### src/rtl/dma_slv_pkg.sv
package dma_slv_pkg;
  typedef enum logic [2:0] {
    ST_IDLE = 3'd0,
    ST_REQ  = 3'd1,
    ST_XFER = 3'd2,
    ST_DONE = 3'd3,
    ST_ERR  = 3'd4
  } dma_st_t;
endpackage

### src/rtl/dma_slv_buf.sv
module dma_slv_buf #(
  parameter int DATA_W = 8
) (
  input  logic              clk,
  input  logic              rst_n,
  input  logic              clr,
  input  logic              src_stb,
  input  logic [DATA_W-1:0] src_d,
  input  logic              src_take,
  output logic              src_full,
  output logic [DATA_W-1:0] src_q,
  output logic              ovr,
  input  logic              snk_cap,
  input  logic [DATA_W-1:0] snk_d,
  input  logic              snk_commit,
  input  logic              snk_ready,
  output logic              snk_valid,
  output logic [DATA_W-1:0] snk_q
);
  logic src_load;

  assign src_load = src_stb & (~src_full | src_take);
  assign ovr      = src_stb & src_full & ~src_take;

  always_ff @(posedge clk or negedge rst_n) begin
    if (!rst_n) begin
      src_full <= 1'b0;
    end else if (clr) begin
      src_full <= 1'b0;
    end else if (src_load) begin
      src_full <= 1'b1;
    end else if (src_take) begin
      src_full <= 1'b0;
    end
  end

  always_ff @(posedge clk or negedge rst_n) begin
    if (!rst_n) begin
      src_q <= '0;
    end else if (src_load) begin
      src_q <= src_d;
    end
  end

  always_ff @(posedge clk or negedge rst_n) begin
    if (!rst_n) begin
      snk_q <= '0;
    end else if (snk_cap) begin
      snk_q <= snk_d;
    end
  end

  always_ff @(posedge clk or negedge rst_n) begin
    if (!rst_n) begin
      snk_valid <= 1'b0;
    end else if (clr) begin
      snk_valid <= 1'b0;
    end else if (snk_commit) begin
      snk_valid <= 1'b1;
    end else if (snk_ready) begin
      snk_valid <= 1'b0;
    end
  end

  // a waiting received byte stays put until the consumer takes it
  a_r5_hold_byte: assert property (@(posedge clk) disable iff (!rst_n)
    (snk_valid && !snk_ready && !clr) |=> (snk_valid && $stable(snk_q)));
endmodule

### src/rtl/dma_slv_fsm.sv
module dma_slv_fsm
  import dma_slv_pkg::*;
(
  input  logic    clk,
  input  logic    rst_n,
  input  logic    arm,
  input  logic    mode_rd,
  input  logic    src_full,
  input  logic    snk_valid,
  input  logic    ovr,
  input  logic    dack_n,
  input  logic    tc,
  output dma_st_t state_q,
  output logic    xfer_end,
  output logic    clr,
  output logic    done_q
);
  dma_st_t state_d;
  logic    tc_hit_q;
  logic    tc_hit_d;
  logic    busy;
  logic    have_work;

  assign busy      = (state_q == ST_REQ) || (state_q == ST_XFER);
  assign have_work = mode_rd ? src_full : ~snk_valid;
  assign xfer_end  = (state_q == ST_XFER) && dack_n;
  assign clr       = arm && ((state_q == ST_DONE) || (state_q == ST_ERR));

  always_comb begin
    tc_hit_d = tc_hit_q;
    if (state_q == ST_IDLE) begin
      tc_hit_d = 1'b0;
    end else if (busy && !dack_n && tc) begin
      tc_hit_d = 1'b1;
    end
  end

  always_comb begin
    state_d = state_q;
    unique case (state_q)
      ST_IDLE: if (have_work) state_d = ST_REQ;
      ST_REQ:  if (!dack_n) state_d = ST_XFER;
      ST_XFER: if (dack_n) state_d = tc_hit_q ? ST_DONE : ST_IDLE;
      ST_DONE: if (arm) state_d = ST_IDLE;
      ST_ERR:  if (arm) state_d = ST_IDLE;
      default: state_d = ST_IDLE;
    endcase
    if (ovr && (busy || state_q == ST_IDLE)) begin
      state_d = ST_ERR;
    end
  end

  always_ff @(posedge clk or negedge rst_n) begin
    if (!rst_n) begin
      state_q  <= ST_IDLE;
      tc_hit_q <= 1'b0;
      done_q   <= 1'b0;
    end else begin
      state_q  <= state_d;
      tc_hit_q <= tc_hit_d;
      done_q   <= (state_q == ST_XFER) && (state_d == ST_DONE);
    end
  end

  // an overrun while active lands in the error state on the next edge
  a_r8_ovr_to_err: assert property (@(posedge clk) disable iff (!rst_n)
    (ovr && (busy || state_q == ST_IDLE)) |=> (state_q == ST_ERR));

  // completion is a single-cycle pulse
  a_r7_done_single: assert property (@(posedge clk) disable iff (!rst_n)
    done_q |=> !done_q);

  // after completion no request until re-armed
  a_r7_done_quiet: assert property (@(posedge clk) disable iff (!rst_n)
    (state_q == ST_DONE && !arm) |=> (state_q == ST_DONE));
endmodule

### src/rtl/dma_slave_ctl.sv
module dma_slave_ctl
  import dma_slv_pkg::*;
#(
  parameter int DATA_W = 8
) (
  input  logic              clk,
  input  logic              rst_n,
  input  logic              mode_rd,
  input  logic              arm,
  input  logic              lin_stb,
  input  logic [DATA_W-1:0] lin_data,
  output logic [DATA_W-1:0] lout_data,
  output logic              lout_valid,
  input  logic              lout_ready,
  input  logic              aen,
  input  logic              sel_hit,
  output logic              card_sel,
  input  logic              dack_n,
  input  logic              ior_n,
  input  logic              iow_n,
  input  logic              tc,
  output logic              drq,
  input  logic [DATA_W-1:0] db_in,
  output logic [DATA_W-1:0] db_out,
  output logic              db_oe,
  output logic              irq_err,
  output logic              done
);
  dma_st_t state;
  logic    xfer_end;
  logic    clr;
  logic    src_full;
  logic    ovr;
  logic    acked;
  logic    src_stb;

  assign acked   = ~dack_n && ((state == ST_REQ) || (state == ST_XFER));
  assign src_stb = lin_stb & mode_rd;

  dma_slv_buf #(.DATA_W(DATA_W)) i_buf (
    .clk        (clk),
    .rst_n      (rst_n),
    .clr        (clr),
    .src_stb    (src_stb),
    .src_d      (lin_data),
    .src_take   (xfer_end & mode_rd),
    .src_full   (src_full),
    .src_q      (db_out),
    .ovr        (ovr),
    .snk_cap    (acked & ~mode_rd & ~iow_n),
    .snk_d      (db_in),
    .snk_commit (xfer_end & ~mode_rd),
    .snk_ready  (lout_ready),
    .snk_valid  (lout_valid),
    .snk_q      (lout_data)
  );

  dma_slv_fsm i_fsm (
    .clk       (clk),
    .rst_n     (rst_n),
    .arm       (arm),
    .mode_rd   (mode_rd),
    .src_full  (src_full),
    .snk_valid (lout_valid),
    .ovr       (ovr),
    .dack_n    (dack_n),
    .tc        (tc),
    .state_q   (state),
    .xfer_end  (xfer_end),
    .clr       (clr),
    .done_q    (done)
  );

  assign drq      = (state == ST_REQ);
  assign irq_err  = (state == ST_ERR);
  assign db_oe    = acked & mode_rd & ~ior_n & src_full;
  assign card_sel = sel_hit & ~aen;

  // acknowledge seen while requesting removes the request next cycle
  a_r3_drq_drop: assert property (@(posedge clk) disable iff (!rst_n)
    $past(drq && !dack_n) |-> !drq);

  // bus driver only under acknowledge and read strobe
  a_r4_oe_ack: assert property (@(posedge clk) disable iff (!rst_n)
    db_oe |-> (!dack_n && !ior_n && mode_rd));

  // error state never requests
  a_r8_err_quiet: assert property (@(posedge clk) disable iff (!rst_n)
    irq_err |-> !drq);

  // address-enable blocks ordinary selection
  a_r9_sel_aen: assert property (@(posedge clk) disable iff (!rst_n)
    aen |-> !card_sel);

  // no request while a received byte waits
  a_r5_no_req_full: assert property (@(posedge clk) disable iff (!rst_n)
    (!mode_rd && $past(lout_valid) && lout_valid) |-> !drq);
endmodule

### config.mk
export PLATFORM = sky130hd
export DESIGN_NAME = dma_slave_ctl
export DESIGN_NICKNAME = d
export VERILOG_FILES = /design/src/rtl/dma_slv_pkg.sv /design/src/rtl/dma_slv_buf.sv /design/src/rtl/dma_slv_fsm.sv /design/src/rtl/dma_slave_ctl.sv
export SDC_FILE = /design/constraint.sdc
export NUM_CORES = 1
export LEC_CHECK = 0
export BUFFER_PORTS_ARGS = -buffer_cell sky130_fd_sc_hd__clkbuf_2
export CAP_MARGIN = 40
export CORE_UTILIZATION = 43
export CTS_BUF_LIST = sky130_fd_sc_hd__clkbuf_8
export DETAILED_ROUTE_END_ITERATION = 10
export GPL_TIMING_DRIVEN = 0
export HOLD_SLACK_MARGIN = 0.06
export PLACE_DENSITY = 0.85
export SLEW_MARGIN = 25
export SYNTH_ARGS = -nofsm -noshare
export SYNTH_HDL_FRONTEND = slang
export SYNTH_SLANG_ARGS = --single-unit
### constraint.sdc
create_clock -name clk -period 1.43 [get_ports clk]
set_input_delay 0.0715 -clock clk [delete_from_list [all_inputs] [get_ports clk]]
set_output_delay 0.0715 -clock clk [all_outputs]
set_load 0.02 [all_outputs]
== Word-level counts from Yosys, hierarchy flattened ==
Index checks and enable logic that the tools add are counted.
Cells by class
  eq/ne operators: 5
  mux-type cells: 16
  bitwise operators: 21
  reduce and logical (&&, ||, !) cells: 16
Operators with widths (number)
  2-to-1 mux 3 bit: 5
  AND 1 bit: 12
  one-hot mux 3 bit (4 select lines): 1
  == test 3 x 2 -> 1 bit (second input constant): 3
  2-to-1 mux 1 bit: 9
  inverter 1 bit: 8
  logical AND 1 bit: 7
  nonzero test 3 bit: 2
  == test 3 x 1 -> 1 bit (second input constant): 1
  == test 3 bit (second input constant): 1
  logical NOT 3 bit: 1
  logical OR 1 bit: 3
  2-to-1 mux 2 bit: 1
  nonzero test 2 bit: 1
  OR reduction 2 bit: 1
  logical NOT 1 bit: 1
  OR 1 bit: 1
Storage, ports and cells
  output and inout bits: 22
  word-level logic and storage cells: 65
  input bits: 28
  register bits after elaboration: 23

== Logic depth before layout (Yosys ltp) ==
  depth in word-level cells: 9
  depth in mapped cells: 4
  depth with buffers taken out: 3

== Modules after synthesis ==
A second synthesis with hierarchy kept.
Second synthesis, totals
  cell total of the unflattened synthesis: 91
  area total of the unflattened synthesis: 1139.8 µm²
Modules (own cells, without submodules)
  dma_slv_buf: cells an instance 44, instances 1, area an instance 688.2 µm², seq. area each 450.4 µm²
  dma_slv_fsm: cells an instance 36, instances 1, area an instance 367.9 µm², seq. area each 125.1 µm²
  dma_slave_ctl: cells an instance 11, instances 1, area an instance 83.8 µm², seq. area each 0.0 µm²

== Worst setup path after synthesis ==
OpenSTA, ideal clock, no wires.
  path type: register to register
  start: register i_fsm.state_q[0]
  end: register i_buf.src_full
  clock period less this slack: 1523 ps
  cell stages (with the launch flop): 5
  arrival time: 1395 ps
  setup time: 128 ps
  setup slack: -93 ps
  buffers on the path: 1
  data required time: 1302 ps
  cell sequence: dfrtp_1 > buf_4 > nor3b_1 > a21o_1 > a22oi_1
Between the ends
  elaborated cells on any way between the ends: 12
  classes of those cells: eq/ne: 3; mux: 2; bitwise: 3; reduce/logical: 4
RTL lines
  from (decl): line dma_slv_fsm.sv:13  | output dma_st_t state_q,
  from (signal assigned): line dma_slv_fsm.sv:59  | state_q <= state_d;
  == test 3 bit *
  net irq_err: line dma_slave_ctl.sv:26  | output logic irq_err,
  logical OR 1 bit *: line dma_slv_fsm.sv:27  | assign clr = arm && ((state_q == ST_DONE) || (state_q == ST_ERR));
  logical AND 1 bit *: line dma_slv_fsm.sv:27
  nonzero test 3 bit (no source line) or 2-to-1 mux 1 bit (tied branches)
  to (signal assigned): line dma_slv_buf.sv:29  | src_full <= 1'b0;
  to (signal assigned): line dma_slv_buf.sv:31  | src_full <= 1'b1;
  to (signal assigned): line dma_slv_buf.sv:33  | src_full <= 1'b0;
  to (decl): line dma_slv_buf.sv:10  | output logic src_full,
Mark *: on every way through the listed nets, which the timed path passes. The rest lies on a longest branch.
A chain may end at the register's enable or synchronous reset.

== Worst setup path in the final report ==
  start: register i_fsm.state_q[1]
  end: register i_buf.snk_q[0]
Between the ends
  word-level cells in the longest chain between the ends: 5
  elaborated cells on any way between the ends: 6
  classes of those cells: eq/ne: 2; bitwise: 2; reduce/logical: 2
RTL lines
  == test 3 x 1 -> 1 bit or == test 3 x 2 -> 1 bit (tied branches): line dma_slave_ctl.sv:37  | assign acked = ~dack_n && ((state == ST_REQ) || (state == ST_XFER));
  logical OR 1 bit *: line dma_slave_ctl.sv:37
  logical AND 1 bit *: line dma_slave_ctl.sv:37
  AND 1 bit * (2 in a row): line dma_slave_ctl.sv:50  | .snk_cap (acked & ~mode_rd & ~iow_n),
  to (signal assigned): line dma_slv_buf.sv:49  | snk_q <= snk_d;
  to (decl): line dma_slv_buf.sv:18  | output logic [DATA_W-1:0] snk_q
Mark *: on every way between the ends. The rest lies on a longest branch, timed or not.

==> impl_metrics.env <==
export IMPL_status="finished with violations"
export IMPL_violations="setup timing"
export IMPL_relSlewSlack=0.642
export IMPL_synthSimpleGateAreaFrac=0.158
export IMPL_num_io_pins=50
export IMPL_final_cell_mix="47 x clkbuf_2, 22 x dfrtp_1, 18 x dlygate4sd3_1"
export IMPL_fin_crit_sh=1.03
export IMPL_h_tree_depth=1
export IMPL_crit_buf_inv=2
export IMPL_wl_mm=2.96
export IMPL_rsz0062_at_grt="true"
export IMPL_maxCapViolCount=0
export IMPL_routed_via_density=5.10
export IMPL_cts_path_max_buffers=2
export IMPL_start_util=0.471
export IMPL_final_common_cell="clkbuf_2"
export IMPL_busiest_layer="met2"
export IMPL_synth_seq_cells=23
export IMPL_critPathMaxFanout=8
export IMPL_cp_data_arrival_time_ns=1.62
export IMPL_syn_mean_instance_area_sq_um=13.2
export IMPL_grt_use_met1=0.287
export IMPL_drtIter0Drc=14
export IMPL_min_period_ns=1.47
export IMPL_grt_usage=0.243
export IMPL_portBuffers=49
export IMPL_crit_family="flip-flops"
export IMPL_hp_class="in -> reg"
export IMPL_vias=980
export IMPL_rows=17
export IMPL_fin_ws_ns=-0.0372
export IMPL_place_gp_congestion=0.755
export IMPL_slowest_delay_ns=0.38
export IMPL_yosysSeqAreaShare=0.532
export IMPL_fin_skew_ns=0.00275
export IMPL_dpl_worst_slack_ns=-0.156
export IMPL_grt_pass1_wl_mm=4.69
export IMPL_area_delta_synth_final_pct=64.5
export IMPL_setup_viol=17
export IMPL_dieHeight_microns=52.2
export IMPL_drcViolationCount=0
export IMPL_ir_drop_mv=1.44
export IMPL_ant_nets=0
export IMPL_grt_pass1_vias=1041
export IMPL_path_cells="buf_6 -> xor2_4 -> buf_4 -> nand3_4 -> mux2_2"
export IMPL_core_sq_um=2300
export IMPL_grt_max_degree=24
export IMPL_start_kind="flip-flop"
export IMPL_drive_gt1_frac=0.585
export IMPL_synth_adder_area_share=0
export IMPL_multi_input_area_sq_um=567
export IMPL_synth_compound_area_frac=0.101
export IMPL_total_power_uw=3300
export IMPL_grt_util_met2=0.455
export IMPL_clock_sinks=23
export IMPL_cp_end_kind="flip-flop"
export IMPL_final_fill_count=156
export IMPL_clockRootBuffer="clkbuf_8"
export IMPL_clk_pin_slew_ns=0.08
export IMPL_synth_area_sq_um=1080
export IMPL_synth_top_family_by_area="multiplexers"
export IMPL_grt_antenna_before_repair=0
export IMPL_synth_xor_area_frac=0.0150
export IMPL_path_class="reg -> reg"
export IMPL_clk_latency_ns=0.26
export IMPL_wl_per_cell_microns=15.4
export IMPL_p_leak_uw=0.000916
export IMPL_numCtsBuffers=3
export IMPL_synth_cell_types=29
export IMPL_timing_final_hold_violations=0
export IMPL_powerDensity_nw_per_um2=1850
export IMPL_dpl_hpwl_mm=1.73
export IMPL_drv_slew=0
export IMPL_netlist_instances=82
export IMPL_first_pass_iters=4
export IMPL_crit_required_ns=1.58
export IMPL_fmax_ghz=0.682
export IMPL_final_nets=193
export IMPL_synth_mux_area_frac=0.166
export IMPL_syn_num_nets=110
export IMPL_cp_slowest_cell="dfrtp_1"
export IMPL_regArea_sq_um=577
export IMPL_synth_warnings=0
export IMPL_die_w_microns=52.2
export IMPL_cts_tree="yes"
export IMPL_dieArea_sq_um=2720
export IMPL_globalRouteOverflowTotal=0
export IMPL_tightest_slew_ns=0.537
export IMPL_antenna_cells=0
export IMPL_met3_usage=0.0348
-- stage by stage --
step | setup TNS, ns | util | cell area (sq um) | hold WS (ns) | instances
floorplan | 0 | - | 1090 | -0.224 | 82
global placement | -0.920 | 0.597 | 1370 | 0.0818 | 159
detailed placement | -1.17 | 0.597 | 1370 | 0.0806 | 159
CTS | -0.106 | 0.740 | 1700 | 0.0729 | 188
global route | -1.14 | 0.775 | 1780 | 0.0843 | 192
finish | -0.258 | 0.775 | 1780 | 0.0959 | 192
-- registers in the layout, summed over array words and instances, names as in the netlist --
| name | flops |
|---|---|
| i_buf.snk_q | 8 |
| i_buf.src_q | 8 |
| i_fsm.state_q | 3 |
| i_buf.snk_valid | 1 |
| i_buf.src_full | 1 |
| i_fsm.done_q | 1 |
| i_fsm.tc_hit_q | 1 |
-- routing by layer --
layer / part of all wire / up-vias
met5: 0 / -
li1: - / 456
met4: 0.0088 / 0
met2: 0.54 / 38
met3: 0.048 / 4
met1: 0.40 / 482
-- cell type report --
type | count | share of cell area
sequential | 23 | 0.324
multi-input combinational | 54 | 0.318
timing repair buffer | 78 | 0.294
clock buffer | 3 | 0.0232
tap | 28 | 0.0197
buffer | 2 | 0.0126
inverter | 3 | 0.00632
clock inverter | 1 | 0.00211
-- cell usage after synthesis --
master	n	area share
and4bb_2	1	0.012
a21oi_1	1	0.0046
o21ai_0	2	0.0092
a21o_1	2	0.014
a21boi_0	1	0.0069
buf_6	1	0.010
buf_4	1	0.0069
nor3b_1	3	0.021
a22oi_1	1	0.0069
nand2_1	4	0.014
o22ai_1	1	0.0058
a41o_2	1	0.010
and2b_2	1	0.0081
a31oi_1	2	0.012
a21oi_4	1	0.015
a32o_1	1	0.0092
nand3_4	1	0.016
xor2_2	1	0.015
dfrtp_1	23	0.53
nor2b_1	2	0.012
nand4bb_4	1	0.025
inv_1	3	0.010
mux2_2	16	0.17
and3b_1	1	0.0081
o21a_1	1	0.0069
and3b_2	1	0.0092
and2_1	2	0.012
nor3_1	1	0.0046
nor2_1	5	0.017
-- timing repair --
item,CTS,global route
hold buffers,18,0
setup endpoints to repair,9,19
pin swaps,3,2
setup buffers,7,4
endpoints found under the hold margin,40,0
gates resized for setup,9,15
-- power breakdown --
part | internal, uW | switching [uW] | leakage, uW
registers | 941 | 195 | 0.000282
logic | 912 | 870 | 0.000608
clock network | 191 | 190 | 0.0000269
-- worst min-delay path, delay by kind of cell --
kind                   cells  cell delay [ns]
buffers and inverters      1             0.09
AO/OA/AOI/OAI              1             0.08
AND/OR/NAND/NOR            1             0.08
-- worst paths after layout --
path | from | end | slack, ns | depth (start not counted)
min reg2reg | i_buf.snk_q[2] | i_buf.snk_q[2] | 0.52 | 1
max in group asynchronous | rst_n | i_fsm.state_q[2] | 0.72 | 2
max | i_fsm.state_q[1] | i_buf.snk_q[0] | -0.04 | 5
max reg2reg | i_fsm.state_q[1] | i_buf.snk_q[0] | -0.04 | 5
min | tc | i_fsm.tc_hit_q | 0.1 | 3
min in group asynchronous | rst_n | i_buf.src_q[7] | 0.32 | 2
-- kinds of logic (layout without fill, tap and decap cells) --
group           Yosys count  count (layout)
flops                    23              23
simple gates             23              23
mux                      16              16
compound gates           14              14
buf+inv                   5              87
xor+xnor                  1               1
No activity file was read; power rests on OpenSTA's default activity.
